`src/rtl/i2cs_pkg.sv`:
```
package i2cs_pkg;

    typedef enum logic [2:0] {
        ST_IDLE,
        ST_XFER,
        ST_ACK_HI,
        ST_ACK_LO,
        ST_HOLD
    } hold_state_t;

endpackage

```
`src/rtl/i2cs_sync.sv`:
```
module i2cs_sync #(
    parameter int WIDTH   = 2,
    parameter int STAGES  = 2,
    parameter logic RST_LVL = 1'b1
) (
    input  logic             clk,
    input  logic             rst_n,
    input  logic [WIDTH-1:0] d_async,
    output logic [WIDTH-1:0] d_sync
);
    logic [WIDTH-1:0] stage_q [STAGES];

    genvar g;
    generate
        for (g = 0; g < STAGES; g++) begin : g_stage
            always_ff @(posedge clk or negedge rst_n) begin
                if (!rst_n) begin
                    stage_q[g] <= {WIDTH{RST_LVL}};
                end else if (g == 0) begin
                    stage_q[g] <= d_async;
                end else begin
                    stage_q[g] <= stage_q[(g == 0) ? 0 : g-1];
                end
            end
        end
    endgenerate

    assign d_sync = stage_q[STAGES-1];

    initial begin
        a_r2_two_or_more_stages: assert (STAGES >= 2)
            else $error("synchroniser needs at least two stages");
    end
endmodule

```
`src/rtl/i2cs_bus_events.sv`:
```
module i2cs_bus_events (
    input  logic clk,
    input  logic rst_n,
    input  logic scl_s,
    input  logic sda_s,
    output logic scl_rise,
    output logic scl_fall,
    output logic start_det,
    output logic stop_det
);
    logic scl_d;
    logic sda_d;

    always_ff @(posedge clk or negedge rst_n) begin
        if (!rst_n) begin
            scl_d <= 1'b1;
            sda_d <= 1'b1;
        end else begin
            scl_d <= scl_s;
            sda_d <= sda_s;
        end
    end

    always_comb begin
        scl_rise  = scl_s & ~scl_d;
        scl_fall  = scl_d & ~scl_s;
        start_det = scl_s & scl_d & sda_d & ~sda_s;
        stop_det  = scl_s & scl_d & ~sda_d & sda_s;
    end

    a_r2_events_exclusive: assert property (@(posedge clk) disable iff (!rst_n)
        $countones({scl_rise, scl_fall, start_det, stop_det}) <= 1);
endmodule

```
`src/rtl/i2cs_hold_fsm.sv`:
```
module i2cs_hold_fsm
    import i2cs_pkg::*;
(
    input  logic clk,
    input  logic rst_n,
    input  logic scl_rise,
    input  logic scl_fall,
    input  logic start_det,
    input  logic stop_det,
    input  logic byte_done,
    input  logic be_ready,
    output logic scl_pull,
    output logic hold_active
);
    hold_state_t state_q;
    hold_state_t state_n;
    logic        bus_evt;

    assign bus_evt = start_det | stop_det;

    always_ff @(posedge clk or negedge rst_n) begin
        if (!rst_n) begin
            state_q <= ST_IDLE;
        end else begin
            state_q <= state_n;
        end
    end

    always_comb begin
        state_n = state_q;
        unique case (state_q)
            ST_IDLE: begin
                if (start_det) state_n = ST_XFER;
            end
            ST_XFER: begin
                if (stop_det)       state_n = ST_IDLE;
                else if (start_det) state_n = ST_XFER;
                else if (byte_done) state_n = ST_ACK_HI;
            end
            ST_ACK_HI: begin
                if (stop_det)       state_n = ST_IDLE;
                else if (start_det) state_n = ST_XFER;
                else if (scl_rise)  state_n = ST_ACK_LO;
            end
            ST_ACK_LO: begin
                if (stop_det)       state_n = ST_IDLE;
                else if (start_det) state_n = ST_XFER;
                else if (scl_fall)  state_n = ST_HOLD;
            end
            ST_HOLD: begin
                if (bus_evt)       state_n = ST_IDLE;
                else if (be_ready) state_n = ST_XFER;
            end
            default: state_n = ST_IDLE;
        endcase
    end

    always_comb begin
        scl_pull    = (state_q == ST_HOLD);
        hold_active = (state_q == ST_HOLD);
    end

    a_r4_pull_follows_fall: assert property (@(posedge clk) disable iff (!rst_n)
        $rose(scl_pull) |-> $past(scl_fall));
    a_r3_no_pull_from_xfer: assert property (@(posedge clk) disable iff (!rst_n)
        (state_q == ST_XFER) |=> !scl_pull);
    a_r5_release_on_ready: assert property (@(posedge clk) disable iff (!rst_n)
        (scl_pull && be_ready) |=> !scl_pull);
    a_r11_hold_persists: assert property (@(posedge clk) disable iff (!rst_n)
        (scl_pull && !be_ready && !bus_evt) |=> scl_pull);
    a_r8_abort_to_idle: assert property (@(posedge clk) disable iff (!rst_n)
        (scl_pull && bus_evt) |=> (state_q == ST_IDLE));
    a_r7_idle_ignores_strobe: assert property (@(posedge clk) disable iff (!rst_n)
        (state_q == ST_IDLE && !start_det) |=> (state_q == ST_IDLE));
endmodule

```
`src/rtl/i2cs_stretch_meter.sv`:
```
module i2cs_stretch_meter #(
    parameter int CNT_W = 16
) (
    input  logic             clk,
    input  logic             rst_n,
    input  logic             hold,
    output logic [CNT_W-1:0] last_len
);
    localparam logic [CNT_W-1:0] CNT_MAX = {CNT_W{1'b1}};

    logic [CNT_W-1:0] run_q;
    logic             hold_q;
    logic             hold_end;

    assign hold_end = hold_q & ~hold;

    always_ff @(posedge clk or negedge rst_n) begin
        if (!rst_n) begin
            run_q    <= '0;
            hold_q   <= 1'b0;
            last_len <= '0;
        end else begin
            hold_q <= hold;
            if (!hold) begin
                run_q <= '0;
            end else if (run_q != CNT_MAX) begin
                run_q <= run_q + 1'b1;
            end
            if (hold_end) begin
                last_len <= run_q;
            end
        end
    end

    a_r9_len_nonzero: assert property (@(posedge clk) disable iff (!rst_n)
        $fell(hold) |=> (last_len != '0));
    a_r9_len_held: assert property (@(posedge clk) disable iff (!rst_n)
        !$fell(hold) |=> $stable(last_len));
endmodule

```
`src/rtl/i2c_target_stretcher.sv`:
```
module i2c_target_stretcher #(
    parameter int SYNC_STAGES = 2,
    parameter int CNT_W       = 16
) (
    input  logic             clk,
    input  logic             rst_n,
    input  logic             scl_in,
    input  logic             sda_in,
    input  logic             byte_done,
    input  logic             be_ready,
    output logic             scl_pull,
    output logic             stretching,
    output logic [CNT_W-1:0] last_stretch
);
    logic [1:0] lines_s;
    logic       scl_rise;
    logic       scl_fall;
    logic       start_det;
    logic       stop_det;

    i2cs_sync #(
        .WIDTH   (2),
        .STAGES  (SYNC_STAGES),
        .RST_LVL (1'b1)
    ) u_sync (
        .clk     (clk),
        .rst_n   (rst_n),
        .d_async ({sda_in, scl_in}),
        .d_sync  (lines_s)
    );

    i2cs_bus_events u_events (
        .clk       (clk),
        .rst_n     (rst_n),
        .scl_s     (lines_s[0]),
        .sda_s     (lines_s[1]),
        .scl_rise  (scl_rise),
        .scl_fall  (scl_fall),
        .start_det (start_det),
        .stop_det  (stop_det)
    );

    i2cs_hold_fsm u_fsm (
        .clk         (clk),
        .rst_n       (rst_n),
        .scl_rise    (scl_rise),
        .scl_fall    (scl_fall),
        .start_det   (start_det),
        .stop_det    (stop_det),
        .byte_done   (byte_done),
        .be_ready    (be_ready),
        .scl_pull    (scl_pull),
        .hold_active (stretching)
    );

    i2cs_stretch_meter #(
        .CNT_W (CNT_W)
    ) u_meter (
        .clk      (clk),
        .rst_n    (rst_n),
        .hold     (stretching),
        .last_len (last_stretch)
    );

    a_r1_idle_after_reset: assert property (@(posedge clk)
        $rose(rst_n) |-> (!scl_pull && last_stretch == '0));
endmodule

```
`config.mk`:
```
export PLATFORM = sky130hd
export DESIGN_NAME = i2c_target_stretcher
export DESIGN_NICKNAME = d
export VERILOG_FILES = /design/src/rtl/i2cs_pkg.sv /design/src/rtl/i2cs_sync.sv /design/src/rtl/i2cs_bus_events.sv /design/src/rtl/i2cs_hold_fsm.sv /design/src/rtl/i2cs_stretch_meter.sv /design/src/rtl/i2c_target_stretcher.sv
export SDC_FILE = /design/constraint.sdc
export NUM_CORES = 1
export LEC_CHECK = 0
export BUFFER_PORTS_ARGS = -buffer_cell sky130_fd_sc_hd__buf_2
export CAP_MARGIN = 15
export CORE_MARGIN = 2
export CORE_UTILIZATION = 45
export CTS_CLUSTER_DIAMETER = 120
export DETAILED_ROUTE_END_ITERATION = 7
export HOLD_SLACK_MARGIN = 0.06
export SLEW_MARGIN = 20
export SYNTH_ARGS = -nofsm -noshare
export SYNTH_HDL_FRONTEND = slang
export SYNTH_SLANG_ARGS = --single-unit
```
`constraint.sdc`:
```
create_clock -name clk -period 4.5 [get_ports clk]
set_input_delay 0.225 -clock clk [delete_from_list [all_inputs] [get_ports clk]]
set_output_delay 0.225 -clock clk [all_outputs]
set_load 0.005 [all_outputs]
```
==> flow_summary.json <==
{
  "rsz0062_at_grt": "false",
  "wl_per_cell_um": 14.5,
  "finalMaxSlewViolations": 0,
  "wl_mm": 3.42,
  "grt_first_pass_wirelength_mm": 5.69,
  "syn_area_mm2": 0.00190,
  "antenna_cells": 0,
  "grtUsageTotal_pct": 16.4,
  "die_h_um": 68.9,
  "first_pass_iters": 4,
  "endpoint_kind": "output pin",
  "post-route-min-period_ps": 2060,
  "path_class": "reg -> out",
  "worstRegToRegCells": 3,
  "vias": 1349,
  "area_delta_synth_final_pct": 12.0,
  "crit_fanout": 17,
  "ys.warnings.count": 0,
  "clkLatencyLatePin_ps": 290,
  "reg2reg_from": "u_fsm.state_q[0]",
  "max_freq_ghz": 0.485,
  "final_cell_mix": "36 x dfrtp_1, 23 x buf_2, 15 x mux2_2",
  "place.gp.congestion": 0.757,
  "setup_viol": 0,
  "cts.sinks": 42,
  "syn_inst": 158,
  "hpwlAfterDp_mm": 2.38,
  "drt_iter0_drc": 55,
  "syn_avg_cell_area_um2": 12.0,
  "ys_types": 45,
  "num_rows": 23,
  "layout.nets": 191,
  "start_util_pct": 47.0,
  "gr-total-overflow": 0,
  "ys_ff_latch": 42,
  "min_path_type": "in -> async",
  "slew_headroom_pct": 39.6,
  "synth_edf_count": 0,
  "critPathLaunchType": "register",
  "die_w_um": 68.9,
  "cts_max_level": 2,
  "tns_ps": 0,
  "drv_cap": 0,
  "worst_ep_required_time_ps": 4280,
  "status": "completed",
  "p_leak_nw": 1.00,
  "post-route-drc-count": 0,
  "final.period_utilization_pct": 45.8,
  "grt_pass1_vias": 1250,
  "grt_max_degree": 43,
  "whs_ps": 70.9,
  "core_area_mm2": 0.00403,
  "cts_buffer_depth": 2,
  "cts_repair_resize_count": 0,
  "synth-seq-area-share_pct": 55.8,
  "tritoncts": "done",
  "pin_count": 24,
  "ir_drop_mv": 0.141,
  "arrival_ps": 1840,
  "portBuffers": 23,
  "syn_nets": 165,
  "final_common_cell": "dfrtp_1",
  "hold_violations": 0,
  "tightest_slew_ps": 906,
  "reg2reg_slack_ps": 2460,
  "die_area_mm2": 0.00475,
  "pre_cts_ws_ps": 2450,
  "final_core_util_pct": 52.7,
  "fin_skew_ps": 7.07,
  "power.density_mw_per_mm2": 331,
  "antenna_found_initial": 0,
  "cts_root_buf": "clkbuf_8",
  "numCtsBuffers": 5,
  "yosys_most_used_dff": "dfrtp_1",
  "drive_gt1_share_pct": 29.7,
  "viasPerCell": 5.74,
  "startpoint": "u_fsm.state_q[0]",
  "path_clk_slew_ps": 70,
  "worst_slack_ps": 2440,
  "stdcell_area_mm2": 0.00212,
  "place_area_mm2": 0.00202,
  "reg2reg_to": "u_meter.last_len[14]",
  "final_antenna_net_count": 0,
  "async_reset_ff_share_pct": 100
}
sequential cells by signal, indices dropped and copies added (netlist names):
signal            flops
u_meter.hold_q        1
u_fsm.state_q         3
u_events.scl_d        1
u_meter.last_len     16
u_meter.run_q        16
u_events.sda_d        1
u_sync.d_sync         2
u_sync.stage_q        2
how the worst max path moves through the flow:
stage	slack, ps	cells past startpoint	end
2_1_floorplan	2820	5	u_meter.run_q[13]
3_3_place_gp	2490	3	u_meter.last_len[10]
3_5_place_dp	2450	3	u_meter.last_len[3]
4_1_cts	2420	3	scl_pull
5_1_grt	2330	3	scl_pull
6_report	2440	3	scl_pull
final cells by class:
class / count / area, um^2
inverter: 4 / 15.0
clock buffer: 8 / 80.1
tap: 50 / 62.6
sequential: 42 / 1060
multi-input combinational: 106 / 772
timing repair buffer: 25 / 135
fill: 372 / 1910
report_power, final:
part | switching (mW) | leakage, nW | internal, mW
Clock | 0.114 | 0.0395 | 0.110
Sequential | 0.0199 | 0.563 | 0.396
Combinational | 0.0319 | 0.402 | 0.0309
through the flow:
| step | instances | power [mW] |
|---|---|---|
| 3_5_place_dp | 225 | 0.485 |
| 6_report | 235 | 0.703 |
| 4_1_cts | 235 | 0.715 |
| 5_1_grt | 235 | 0.742 |
| 3_3_place_gp | 225 | 0.482 |
| 2_1_floorplan | 158 | 0.462 |
metal layers:
metal  up-vias  routed length [um]  global-route usage, %
li1        651                   -                      -
met5         -                   0                      0
met2        27                1650                   26.0
met3         5                 141                   4.87
met4         0                  38                   5.15
met1       666                1590                   21.6
cell usage after synthesis, types with 4 or more instances:
library cell	n	area [um^2]
and3_1	4	25.0
dfstp_2	6	158
nand2_1	5	18.8
mux2_2	15	169
nor2_1	7	26.3
dfrtp_1	36	901
a21oi_1	10	50.1
or4_1	5	37.5
nand3_1	4	20.0
a31oi_1	5	31.3
inv_1	4	15.0
nand4_1	4	25.0
nor3_1	4	20.0
o21ai_0	10	50.1
critical path, stage by stage, from the launching register on:
cell     delay [ps]
dfrtp_1         460
or3b_1          640
inv_1           290
buf_2           160
cell families after synthesis:
logic type | synth area share (%)
DFF | 55.8
adders and majority gates | 0.660
muxes | 9.44
and+or+nand+nor | 17.6
xor gates and xnor gates | 0.924
buffers and inverters | 3.43
AOI/OAI and AO/OA | 12.1
what timing repair did:
action | in CTS | in global routing
buffers inserted | 0 | 0
endpoints found under the hold margin | 2 | 0
hold buffers | 2 | 0
(Power assumes the default switching activity.)
